$ cat src/rtl/oag_pkg.sv
package oag_pkg;

  typedef enum logic [2:0] {
    AM_REG     = 3'd0,
    AM_REG_DEF = 3'd1,
    AM_INC     = 3'd2,
    AM_INC_DEF = 3'd3,
    AM_DEC     = 3'd4,
    AM_DEC_DEF = 3'd5,
    AM_IDX     = 3'd6,
    AM_IDX_DEF = 3'd7
  } amode_e;

  // Modes 4..7 need arithmetic before the address is known.
  function automatic logic needs_second(input logic [2:0] m);
    return m[2];
  endfunction

  // Odd modes deliver a pointer.
  function automatic logic is_deferred(input logic [2:0] m);
    return m[0];
  endfunction

  // Step size: byte ops step by one, except on the stack and program registers.
  function automatic logic [1:0] step_amt(input logic byte_op, input logic wide_reg);
    return (byte_op && !wide_reg) ? 2'd1 : 2'd2;
  endfunction

endpackage

$ cat src/rtl/oag_regfile.sv
module oag_regfile #(
  parameter int DW   = 16,
  parameter int NREG = 8,
  localparam int RW  = $clog2(NREG)
) (
  input  logic          clk,
  input  logic          rst_n,
  input  logic [RW-1:0] rd_sel,
  output logic [DW-1:0] rd_data,
  input  logic          wb_en,
  input  logic [RW-1:0] wb_sel,
  input  logic [DW-1:0] wb_data,
  input  logic          wr_en,
  input  logic [RW-1:0] wr_sel,
  input  logic [DW-1:0] wr_data
);

  logic [DW-1:0] regs [NREG];

  for (genvar g = 0; g < NREG; g++) begin : g_reg
    logic hit_wb, hit_wr;
    assign hit_wb = wb_en && (wb_sel == RW'(g));
    assign hit_wr = wr_en && (wr_sel == RW'(g));
    always_ff @(posedge clk or negedge rst_n) begin
      if (!rst_n)      regs[g] <= '0;
      else if (hit_wb) regs[g] <= wb_data;
      else if (hit_wr) regs[g] <= wr_data;
    end
  end

  // Same-cycle bypass, step writeback first.
  logic byp_wb, byp_wr;
  assign byp_wb = wb_en && (wb_sel == rd_sel);
  assign byp_wr = wr_en && (wr_sel == rd_sel);

  always_comb begin
    if (byp_wb)      rd_data = wb_data;
    else if (byp_wr) rd_data = wr_data;
    else             rd_data = regs[rd_sel];
  end

  // a colliding step writeback must be the value stored.
  assert_wb_priority_R11: assert property (@(posedge clk) disable iff (!rst_n)
    (wb_en && wr_en && wb_sel == wr_sel && rd_sel == wb_sel) |-> (rd_data == wb_data));

endmodule

$ cat src/rtl/oag_decode.sv
module oag_decode #(
  parameter int DW = 16
) (
  input  logic          in_valid,
  input  logic [2:0]    in_mode,
  input  logic [DW-1:0] rd_data,
  output logic          spec_valid,
  output logic          spec_cancel,
  output logic [DW-1:0] spec_addr
);
  import oag_pkg::*;

  logic mem_mode;
  assign mem_mode    = (amode_e'(in_mode) != AM_REG);
  assign spec_valid  = in_valid && mem_mode;
  assign spec_cancel = in_valid && needs_second(in_mode);
  assign spec_addr   = rd_data;

endmodule

$ cat src/rtl/oag_form.sv
module oag_form #(
  parameter int DW     = 16,
  parameter int RW     = 3,
  parameter int SP_SEL = 6,
  parameter int PC_SEL = 7
) (
  input  logic          clk,
  input  logic          rst_n,
  input  logic          in_valid,
  input  logic [2:0]    in_mode,
  input  logic [RW-1:0] in_sel,
  input  logic          in_byte,
  input  logic [DW-1:0] in_index,
  input  logic [DW-1:0] in_val,
  output logic          out_valid,
  output logic [DW-1:0] out_addr,
  output logic          out_reg_op,
  output logic          out_deferred,
  output logic          wb_en,
  output logic [RW-1:0] wb_sel,
  output logic [DW-1:0] wb_data
);
  import oag_pkg::*;

  logic          s_valid;
  logic [2:0]    s_mode;
  logic [RW-1:0] s_sel;
  logic          s_byte;
  logic [DW-1:0] s_idx;
  logic [DW-1:0] s_val;

  always_ff @(posedge clk or negedge rst_n) begin
    if (!rst_n) begin
      s_valid <= 1'b0;
      s_mode  <= '0;
      s_sel   <= '0;
      s_byte  <= 1'b0;
      s_idx   <= '0;
      s_val   <= '0;
    end else begin
      s_valid <= in_valid;
      if (in_valid) begin
        s_mode <= in_mode;
        s_sel  <= in_sel;
        s_byte <= in_byte;
        s_idx  <= in_index;
        s_val  <= in_val;
      end
    end
  end

  logic          wide_reg;
  logic [DW-1:0] stepv, val_up, val_dn, val_ix;

  assign wide_reg = (s_sel == RW'(SP_SEL)) || (s_sel == RW'(PC_SEL));
  assign stepv    = {{(DW-2){1'b0}}, step_amt(s_byte, wide_reg)};
  assign val_up   = s_val + stepv;
  assign val_dn   = s_val - stepv;
  assign val_ix   = s_val + s_idx;

  always_comb begin
    out_addr = '0;
    wb_en    = 1'b0;
    wb_data  = s_val;
    unique case (amode_e'(s_mode))
      AM_REG:             out_addr = '0;
      AM_REG_DEF:         out_addr = s_val;
      AM_INC, AM_INC_DEF: begin out_addr = s_val;  wb_en = s_valid; wb_data = val_up; end
      AM_DEC, AM_DEC_DEF: begin out_addr = val_dn; wb_en = s_valid; wb_data = val_dn; end
      AM_IDX, AM_IDX_DEF: out_addr = val_ix;
      default:            out_addr = '0;
    endcase
  end

  assign wb_sel       = s_sel;
  assign out_valid    = s_valid;
  assign out_reg_op   = s_valid && (amode_e'(s_mode) == AM_REG);
  assign out_deferred = s_valid && is_deferred(s_mode);

  // pre-decrement writes back the address it formed.
  assert_dec_wb_match_R7: assert property (@(posedge clk) disable iff (!rst_n)
    (wb_en && s_mode[2]) |-> (wb_data == out_addr));
  // post-increment writes back address plus one or two.
  assert_inc_step_R6: assert property (@(posedge clk) disable iff (!rst_n)
    (wb_en && !s_mode[2]) |->
      ((DW'(wb_data - out_addr) == DW'(1)) || (DW'(wb_data - out_addr) == DW'(2))));
  // a register operand is neither deferred nor addressed.
  assert_regop_clean_R5: assert property (@(posedge clk) disable iff (!rst_n)
    out_reg_op |-> (!out_deferred && out_addr == '0 && !wb_en));
  // the deferred flag only accompanies a formed result.
  assert_deferred_valid_R10: assert property (@(posedge clk) disable iff (!rst_n)
    out_deferred |-> out_valid);
  // indexed modes never write back.
  assert_index_no_wb_R9: assert property (@(posedge clk) disable iff (!rst_n)
    (out_valid && s_mode[2] && s_mode[1]) |-> !wb_en);

endmodule

$ cat src/rtl/opaddr_gen.sv
module opaddr_gen #(
  parameter int DW     = 16,
  parameter int NREG   = 8,
  parameter int SP_SEL = 6,
  parameter int PC_SEL = 7,
  localparam int RW    = $clog2(NREG)
) (
  input  logic          clk,
  input  logic          rst_n,
  input  logic          issue_valid,
  input  logic [2:0]    issue_mode,
  input  logic [RW-1:0] issue_reg,
  input  logic          issue_byte,
  input  logic [DW-1:0] issue_index,
  input  logic          gw_en,
  input  logic [RW-1:0] gw_sel,
  input  logic [DW-1:0] gw_data,
  output logic          spec_valid,
  output logic          spec_cancel,
  output logic [DW-1:0] spec_addr,
  output logic          ea_valid,
  output logic [DW-1:0] ea_addr,
  output logic          ea_reg_op,
  output logic          ea_deferred
);

  logic [DW-1:0] rd_data;
  logic          wb_en;
  logic [RW-1:0] wb_sel;
  logic [DW-1:0] wb_data;

  oag_regfile #(.DW(DW), .NREG(NREG)) u_rf (
    .clk(clk), .rst_n(rst_n),
    .rd_sel(issue_reg), .rd_data(rd_data),
    .wb_en(wb_en), .wb_sel(wb_sel), .wb_data(wb_data),
    .wr_en(gw_en), .wr_sel(gw_sel), .wr_data(gw_data)
  );

  oag_decode #(.DW(DW)) u_dec (
    .in_valid(issue_valid), .in_mode(issue_mode), .rd_data(rd_data),
    .spec_valid(spec_valid), .spec_cancel(spec_cancel), .spec_addr(spec_addr)
  );

  oag_form #(.DW(DW), .RW(RW), .SP_SEL(SP_SEL), .PC_SEL(PC_SEL)) u_form (
    .clk(clk), .rst_n(rst_n),
    .in_valid(issue_valid), .in_mode(issue_mode), .in_sel(issue_reg),
    .in_byte(issue_byte), .in_index(issue_index), .in_val(rd_data),
    .out_valid(ea_valid), .out_addr(ea_addr), .out_reg_op(ea_reg_op),
    .out_deferred(ea_deferred),
    .wb_en(wb_en), .wb_sel(wb_sel), .wb_data(wb_data)
  );

  // a cancel never arrives without a speculative address.
  assert_cancel_has_spec_R3: assert property (@(posedge clk) disable iff (!rst_n)
    spec_cancel |-> spec_valid);
  // an uncancelled guess is confirmed one cycle later.
  assert_spec_confirmed_R4: assert property (@(posedge clk) disable iff (!rst_n)
    (spec_valid && !spec_cancel) |=> (ea_valid && ea_addr == $past(spec_addr)));
  // every issue yields exactly one formed result next cycle.
  assert_issue_to_ea_R4: assert property (@(posedge clk) disable iff (!rst_n)
    issue_valid |=> ea_valid);
  assert_no_issue_no_ea_R4: assert property (@(posedge clk) disable iff (!rst_n)
    !issue_valid |=> !ea_valid);

endmodule

$ cat config.mk
export PLATFORM = sky130hd
export DESIGN_NAME = opaddr_gen
export DESIGN_NICKNAME = d
export VERILOG_FILES = /design/src/rtl/oag_pkg.sv /design/src/rtl/oag_regfile.sv /design/src/rtl/oag_decode.sv /design/src/rtl/oag_form.sv /design/src/rtl/opaddr_gen.sv
export SDC_FILE = /design/constraint.sdc
export NUM_CORES = 1
export LEC_CHECK = 0
export CORE_UTILIZATION = 25
export CTS_CLUSTER_SIZE = 30
export DETAILED_ROUTE_END_ITERATION = 16
export RECOVER_POWER = 100
export REMOVE_ABC_BUFFERS = 1
export SYNTH_ARGS = -nofsm -noshare
export SYNTH_HDL_FRONTEND = slang
export SYNTH_SLANG_ARGS = --single-unit
export TNS_END_PERCENT = 50
$ cat constraint.sdc
create_clock -name clk -period 4 [get_ports clk]
set_input_delay 0.6 -clock clk [delete_from_list [all_inputs] [get_ports clk]]
set_output_delay 0.6 -clock clk [all_outputs]
set_load 0.02 [all_outputs]
# After elaboration in Yosys (flattened, before gate mapping)
# Cells that the tools add are included.
# Widths: inputs -> output; s select.
totals:
  register_bits: 168
  inputBits: 46
  elab_cells: 109
  out_inout_bits: 37
classes:
  n_reduce_logical: 42
  n_lt_le_gt_ge: 1
  n_eq_ne: 23
  n_addsub: 3
  bitwise: 1
  mux: 25
op_table:
  columns: ["cell", "n"]
  rows:
  - ["$mux 16", 20]
  - ["$pmux 16 s4", 1]
  - ["$bmux 16 s3", 1]
  - ["$eq 3x3->1 const B", 12]
  - ["$pmux 16 s2", 1]
  - ["$logic_and 1x1->1", 23]
  - ["$eq 3x2->1 const B", 6]
  - ["$add 16x16->16", 1]
  - ["$add 16x2->16", 1]
  - ["$reduce_bool 2->1", 8]
  - ["$sub 16x2->16", 1]
  - ["$eq 3x1->1 const B", 3]
  - ["$logic_not 3->1", 3]
  - ["$eq 3x3->1", 2]
  - ["$reduce_or 2->1", 3]
  - ["$ge 4x4->1 const B", 1]
  - ["$not 3->4", 1]
  - ["$reduce_or 4->1", 1]
  - ["$reduce_bool 3->1", 1]
  - ["$reduce_or 3->1", 1]
  - ["$mux 2", 1]
  - ["$logic_not 1->1", 1]
  - ["$logic_or 1x1->1", 1]
  - ["$mux 1", 1]

# Logic depth before layout (Yosys ltp)
depth:
  word_depth: 8
  depth_mapped: 13
  mapped_depth_nobuf: 12

# Hierarchy
# Synthesis repeated with hierarchy kept, for this count alone.
hier_totals:
  cells_unflattened: 1180
  area_unflattened_um2: 11446.0
by_module_without_submodules:
  columns: ["mod", "cells_each", "n_inst", "seq_area_each_um2", "area_each_um2"]
  rows:
  - ["oag_regfile", 726, 1, 3203.1, 7592.3]
  - ["oag_form", 436, 1, 1001.0, 3718.6]
  - ["oag_decode", 18, 1, 0.0, 135.1]

# Worst setup path after synthesis
# Ideal clock, no wire load.
synth_path:
  path_kind: "reg-to-output"
  start: "register u_form.s_sel[1] (netlist: u_form.wb_sel[1])"
  end: "output port spec_addr[14]"
  setup_slack_ns: 0.531
  n_path_buf: 2
  t_required_ns: 3.400
  path_stages_with_launch: 13
  arrival_ns: 2.869
  path_cell_list: "dfrtp_1 clkbuf_1 nand2_1 nand2_1 inv_1 ha_1 fa_1 or3b_2 clkbuf_1 nor3_1 a21oi_1 xnor2_1 mux2i_1"
synth_via:
  elab_chain_cells: 8
  word_cells_on_any_way: 12
  cone_classes: "add/sub: 2; eq/ne: 3; mux: 3; reduce/logical: 4"
synth_rtl:
  columns: ["item", "line_no", "text"]
  rows:
  - ["start: declaration", "oag_form.sv:27", "logic [RW-1:0] s_sel;"]
  - ["start signal: assignment", "oag_form.sv:44", "s_sel <= in_sel;"]
  - ["$eq 3x3->1", "oag_form.sv:55", "assign wide_reg = (s_sel == RW'(SP_SEL)) || (s_sel == RW'(PC_SEL));"]
  - ["$logic_or 1x1->1", "oag_form.sv:55", null]
  - ["$logic_not 1->1", "oag_pkg.sv:26", "return (byte_op && !wide_reg) ? 2'd1 : 2'd2;"]
  - ["$logic_and 1x1->1", "oag_pkg.sv:26", null]
  - ["$mux 2", "oag_pkg.sv:26", null]
  - ["$sub 16x2->16 or $add 16x2->16 (tied branches)", "oag_form.sv:58, oag_form.sv:57", null]
  - ["$pmux 16 s2", "oag_form.sv:65", "unique case (amode_e'(s_mode))"]
  - ["$mux 16 (*)", "oag_regfile.sv:37", "if (byp_wb) rd_data = wb_data;"]
  - ["end: declaration", "opaddr_gen.sv:20", "output logic [DW-1:0] spec_addr,"]
# Every way passes the cells marked *; elsewhere a longest branch is shown, timed or not.

# Final worst setup path
layout_path:
  start: "register u_form.s_sel[2] (netlist: u_form.wb_sel[2])"
  end: "output port spec_addr[5]"
# The elaborated chain is that of the path after synthesis.

==> metrics.txt <==
# TYPE chip_impl_metric gauge
chip_impl_info{name="outcome",value="finished, violations left"} 1
chip_impl_info{name="failed_checks",value="capacitance limit, slew limit"} 1
chip_impl_metric{name="antenna_found_initial",unit=""} 0
chip_impl_metric{name="post-dp-hpwl",unit="mm"} 23.2
chip_impl_metric{name="gr-total-overflow",unit=""} 0
chip_impl_metric{name="dpl-instance-area",unit="sq um"} 12700
chip_impl_info{name="worst_hold_path.endpoint",value="u_form.s_byte$_DFFE_PN0P_"} 1
chip_impl_metric{name="postCtsHoldBufs",unit=""} 0
chip_impl_metric{name="synth_compound_gate_area_share",unit=""} 0.146
chip_impl_metric{name="viasPerCell",unit=""} 4.92
chip_impl_metric{name="postRouteAntennaNets",unit=""} 0
chip_impl_metric{name="clk_pin_slew_worst_paths",unit="ns"} 0.07
chip_impl_metric{name="post_synth_top_area_share",unit=""} 0.386
chip_impl_info{name="critical_path.endpoint_type",value="primary output"} 1
chip_impl_metric{name="synth_simple_gate_area_share",unit=""} 0.129
chip_impl_metric{name="max-slew-margin-rel",unit=""} -1.02
chip_impl_metric{name="drive_above_1_share",unit=""} 0.174
chip_impl_metric{name="nets",unit=""} 1283
chip_impl_metric{name="cp_data_required_time",unit="ns"} 3.40
chip_impl_metric{name="synth.avg_cell_area",unit="sq um"} 9.68
chip_impl_metric{name="areaGrowthSynthToFinish",unit="%"} 20.8
chip_impl_metric{name="io_pins",unit=""} 83
chip_impl_metric{name="core",unit="sq um"} 43100
chip_impl_info{name="worstSetupPathType",value="reg -> out"} 1
chip_impl_metric{name="synth_sequential_area_ratio",unit=""} 0.386
chip_impl_metric{name="synth_enable_flop_cells",unit=""} 0
chip_impl_metric{name="worst-endpoint-arrival",unit="ns"} 3.25
chip_impl_metric{name="route.detailed.drc",unit=""} 0
chip_impl_metric{name="first_global_vias",unit=""} 8662
chip_impl_metric{name="max-vdd-ir-drop",unit="uV"} 370
chip_impl_metric{name="htreeDepth",unit=""} 4
chip_impl_metric{name="rows",unit=""} 76
chip_impl_metric{name="max-clock-path-buffers",unit=""} 2
chip_impl_metric{name="global_route.usage.met3",unit=""} 0.0235
chip_impl_metric{name="number_of_antenna_cells_inserted",unit=""} 0
chip_impl_metric{name="dr_total_vias",unit=""} 8922
chip_impl_metric{name="gp_congestion",unit=""} 0.863
chip_impl_info{name="clk_tree_root_cell",value="sky130_fd_sc_hd__clkbuf_16"} 1
chip_impl_info{name="ys.flop_type",value="sky130_fd_sc_hd__dfrtp_1"} 1
chip_impl_info{name="cts_tree",value="yes"} 1
chip_impl_metric{name="min_delay_path_depth",unit=""} 1
chip_impl_metric{name="async_s_r_ff_share_synth",unit=""} 1.00
chip_impl_metric{name="timing.final.crit_share",unit=""} 0.961
chip_impl_info{name="hp-start",value="u_form.s_byte$_DFFE_PN0P_"} 1
chip_impl_metric{name="clock-sinks",unit=""} 168
chip_impl_metric{name="max-cap-violations",unit=""} 3
chip_impl_metric{name="worstRegToRegCells",unit=""} 14
chip_impl_metric{name="xor_xnor_portion_of_the_synthesized_cell_area",unit=""} 0.0286
chip_impl_info{name="yosys.area.top_type",value="sky130_fd_sc_hd__dfrtp_1"} 1
chip_impl_info{name="global_route.peak_usage_layer",value="met2"} 1
chip_impl_metric{name="met1_usage",unit=""} 0.229
chip_impl_metric{name="fp.dieArea",unit="sq um"} 44400
chip_impl_metric{name="final.min_clock_period",unit="ns"} 3.85
chip_impl_metric{name="maximum_number_of_pins_on_one_net_before_global_route_repair",unit=""} 59
chip_impl_metric{name="cellPowerDensity",unit="nW/um^2"} 623
chip_impl_metric{name="cts_buffers",unit=""} 17
chip_impl_info{name="dominant_combinational_cell_family_by_area_after_synthesis",value="multiplexers"} 1
chip_impl_metric{name="rrSetupSlack",unit="ns"} 0.95
chip_impl_metric{name="dr.pass1.iters",unit=""} 8
chip_impl_metric{name="post_synth_num_cell_types",unit=""} 62
chip_impl_metric{name="timing.final.hold_violations",unit=""} 0
chip_impl_metric{name="clock-skew-final",unit="ns"} 0.0114
chip_impl_metric{name="clkLatencyLatePin",unit="ns"} 0.45
chip_impl_metric{name="die-width",unit="um"} 211
chip_impl_info{name="worst_hold_path_type",value="reg -> reg"} 1
chip_impl_metric{name="synth-warning-count",unit=""} 0
chip_impl_metric{name="worst_pin_slew",unit="ns"} 3.04
chip_impl_metric{name="routed_wirelength",unit="mm"} 33.8
chip_impl_info{name="r2r_start",value="u_form.wb_sel[2]$_DFFE_PN0P_"} 1
chip_impl_metric{name="syn_inst",unit=""} 1126
chip_impl_metric{name="gr-usage-all-layers",unit=""} 0.156
chip_impl_metric{name="critical_path_peak_fanout",unit=""} 5
chip_impl_metric{name="initial_utilization",unit=""} 0.253
chip_impl_info{name="critPathLaunch",value="u_form.wb_sel[2]$_DFFE_PN0P_"} 1
chip_impl_info{name="timing.critical_path.from_type",value="register"} 1
chip_impl_info{name="yosys-top-cells-area",value="sky130_fd_sc_hd__dfrtp_1 (39%), sky130_fd_sc_hd__mux2i_1 (11%), sky130_fd_sc_hd__mux4_2 (6.6%)"} 1
chip_impl_metric{name="avgRoutedWirePerCell",unit="um"} 18.6
chip_impl_metric{name="hold_slack",unit="ns"} 0.517
chip_impl_metric{name="placement.io_buffers",unit=""} 82
chip_impl_metric{name="fin_ws",unit="ns"} 0.154
chip_impl_metric{name="met2_usage",unit=""} 0.238
chip_impl_metric{name="slew_violations",unit=""} 131
chip_impl_metric{name="wire_length_of_the_first_global_routing_pass",unit="mm"} 52.9
chip_impl_info{name="r2r_end",value="u_form.s_val[8]$_DFFE_PN0P_"} 1
chip_impl_metric{name="drt_first_iter_violations",unit=""} 823
chip_impl_metric{name="synth.area.mux_share",unit=""} 0.242
chip_impl_metric{name="leakage",unit="uW"} 0.00545
chip_impl_metric{name="synth_area",unit="sq um"} 10900
chip_impl_metric{name="ys_ff_latch",unit=""} 168
chip_impl_metric{name="max_fclk",unit="MHz"} 260
chip_impl_metric{name="die_h",unit="um"} 211
chip_impl_metric{name="stdcell_area",unit="sq um"} 13200
chip_impl_metric{name="preCtsSetupSlack",unit="ns"} 0.133
chip_impl_metric{name="final_setup_viols",unit=""} 0
chip_impl_metric{name="post_synth_fa_ha_maj_area_fraction",unit=""} 0.0285
## critical path: stages, from the launching register on
cell and delay [ns]:
sky130_fd_sc_hd__dfrtp_1 0.35, sky130_fd_sc_hd__nand2_1 0.06, sky130_fd_sc_hd__nand2_1 0.13, sky130_fd_sc_hd__inv_2 0.08, sky130_fd_sc_hd__ha_1 0.18, sky130_fd_sc_hd__or2_2 0.33
sky130_fd_sc_hd__nor3_1 0.19, sky130_fd_sc_hd__a21oi_1 0.10, sky130_fd_sc_hd__xnor2_1 0.38, sky130_fd_sc_hd__a21o_1 0.33, sky130_fd_sc_hd__clkdlybuf4s50_1 0.65
## metal layers
layer	routed length, um	share of wire
met4	458	0.014
met2	15300	0.45
met5	0	0
met3	1720	0.051
met1	16200	0.48
## how the worst max path moves through the flow
stage,end,slack [ns]
6_report,spec_addr[5],0.15
5_1_grt,ea_addr[12],-0.03
4_1_cts,spec_addr[6],0.01
3_5_place_dp,spec_addr[14],0.13
3_3_place_gp,spec_addr[14],0.14
2_1_floorplan,u_form.s_val[0]$_DFFE_PN0P_,-1.24
## synthesized netlist by cell type, types with 6 or more instances
library cell / instances
sky130_fd_sc_hd__dfrtp_1: 168
sky130_fd_sc_hd__a21oi_1: 129
sky130_fd_sc_hd__nor2_1: 129
sky130_fd_sc_hd__mux2i_1: 122
sky130_fd_sc_hd__nand2_1: 83
sky130_fd_sc_hd__clkbuf_1: 71
sky130_fd_sc_hd__o21ai_0: 70
sky130_fd_sc_hd__mux2_2: 62
sky130_fd_sc_hd__mux4_2: 32
sky130_fd_sc_hd__ha_1: 20
sky130_fd_sc_hd__a21o_1: 18
sky130_fd_sc_hd__nor3_1: 17
sky130_fd_sc_hd__a211oi_1: 16
sky130_fd_sc_hd__inv_1: 15
sky130_fd_sc_hd__buf_1: 14
sky130_fd_sc_hd__xor2_1: 13
sky130_fd_sc_hd__xnor2_1: 12
sky130_fd_sc_hd__nand2b_1: 9
sky130_fd_sc_hd__nand4_1: 9
sky130_fd_sc_hd__buf_2: 8
sky130_fd_sc_hd__and3_1: 7
sky130_fd_sc_hd__nand3_1: 7
sky130_fd_sc_hd__nor4_1: 7
sky130_fd_sc_hd__and2_1: 6
sky130_fd_sc_hd__nor2b_1: 6
## registers in the layout (all words and copies together) (netlist names)
register and cells:
u_form.s_mode 3, u_form.wb_sel 3, u_form.s_val 16, u_form.s_idx 16, u_form.s_byte 1, u_rf.regs 128
u_form.out_valid 1
## cell usage in the layout, fill, tap and decap left out, types with 5 or more instances in the layout
cell type                         count
sky130_fd_sc_hd__clkdlybuf4s50_1     46
sky130_fd_sc_hd__mux2i_1            121
sky130_fd_sc_hd__inv_1               14
sky130_fd_sc_hd__nor4_1               5
sky130_fd_sc_hd__a21oi_1            129
sky130_fd_sc_hd__dfrtp_1            167
sky130_fd_sc_hd__nand3_1              7
sky130_fd_sc_hd__nor3_1              15
sky130_fd_sc_hd__nand2_1             83
sky130_fd_sc_hd__nand4_1              9
sky130_fd_sc_hd__o21ai_0             68
sky130_fd_sc_hd__and3_1               7
sky130_fd_sc_hd__xnor2_2              5
sky130_fd_sc_hd__a21o_1              18
sky130_fd_sc_hd__xor2_1              13
sky130_fd_sc_hd__nor2_1             129
sky130_fd_sc_hd__a211oi_1            15
sky130_fd_sc_hd__inv_6                5
sky130_fd_sc_hd__mux4_2              32
sky130_fd_sc_hd__xnor2_1             11
sky130_fd_sc_hd__and2_1               5
sky130_fd_sc_hd__clkbuf_16           17
sky130_fd_sc_hd__nand2b_1             9
sky130_fd_sc_hd__buf_4               52
sky130_fd_sc_hd__mux2_2              61
sky130_fd_sc_hd__nor2b_1              6
sky130_fd_sc_hd__dlygate4sd2_1       11
sky130_fd_sc_hd__clkbuf_1            33
sky130_fd_sc_hd__ha_1                20
sky130_fd_sc_hd__dlygate4sd3_1        9
## report_power, final
part           leakage, uW  switching [uW]  internal [uW]
registers          0.00190             478           2300
logic              0.00327            2060           1700
clock network     0.000280             822            833
total              0.00545            3360           4840
## metrics by stage
step,cells,total power [uW],TNS (ns),util
6_report,1812,8200,0,0.306
5_1_grt,1812,8760,-0.0307,0.306
4_1_cts,1811,8310,0,0.309
3_5_place_dp,1774,6650,0,0.295
3_3_place_gp,1774,6570,0,0.295
2_1_floorplan,1031,5120,-19.49,-
## cells by family (layout without fill, tap and decap cells)
logic type / Yosys count / in the layout
AOI/OAI and AO/OA: 274 / 274
xor gates and xnor gates: 30 / 30
adders and majority gates: 23 / 23
buffers and inverters: 110 / 211
DFF: 168 / 168
muxes: 216 / 216
and+or+nand+nor: 305 / 305
## final cells by class
cell class,count,area [sq um]
Fill cell,4496,29900
Multi-Input combinational cell,848,6310
Sequential cell,168,4210
Timing Repair Buffer,164,1280
Tap cell,585,732
Clock buffer,18,429
Clock inverter,14,146
Inverter,15,56.3
## repair_timing
action	4_1_cts	5_1_grt
gates cloned	0	0
endpoints found under the setup margin	19	20
pin swaps	3	3
resized for setup	25	19
setup buffers	5	1
No activity file was read; power rests on OpenSTA's default activity.
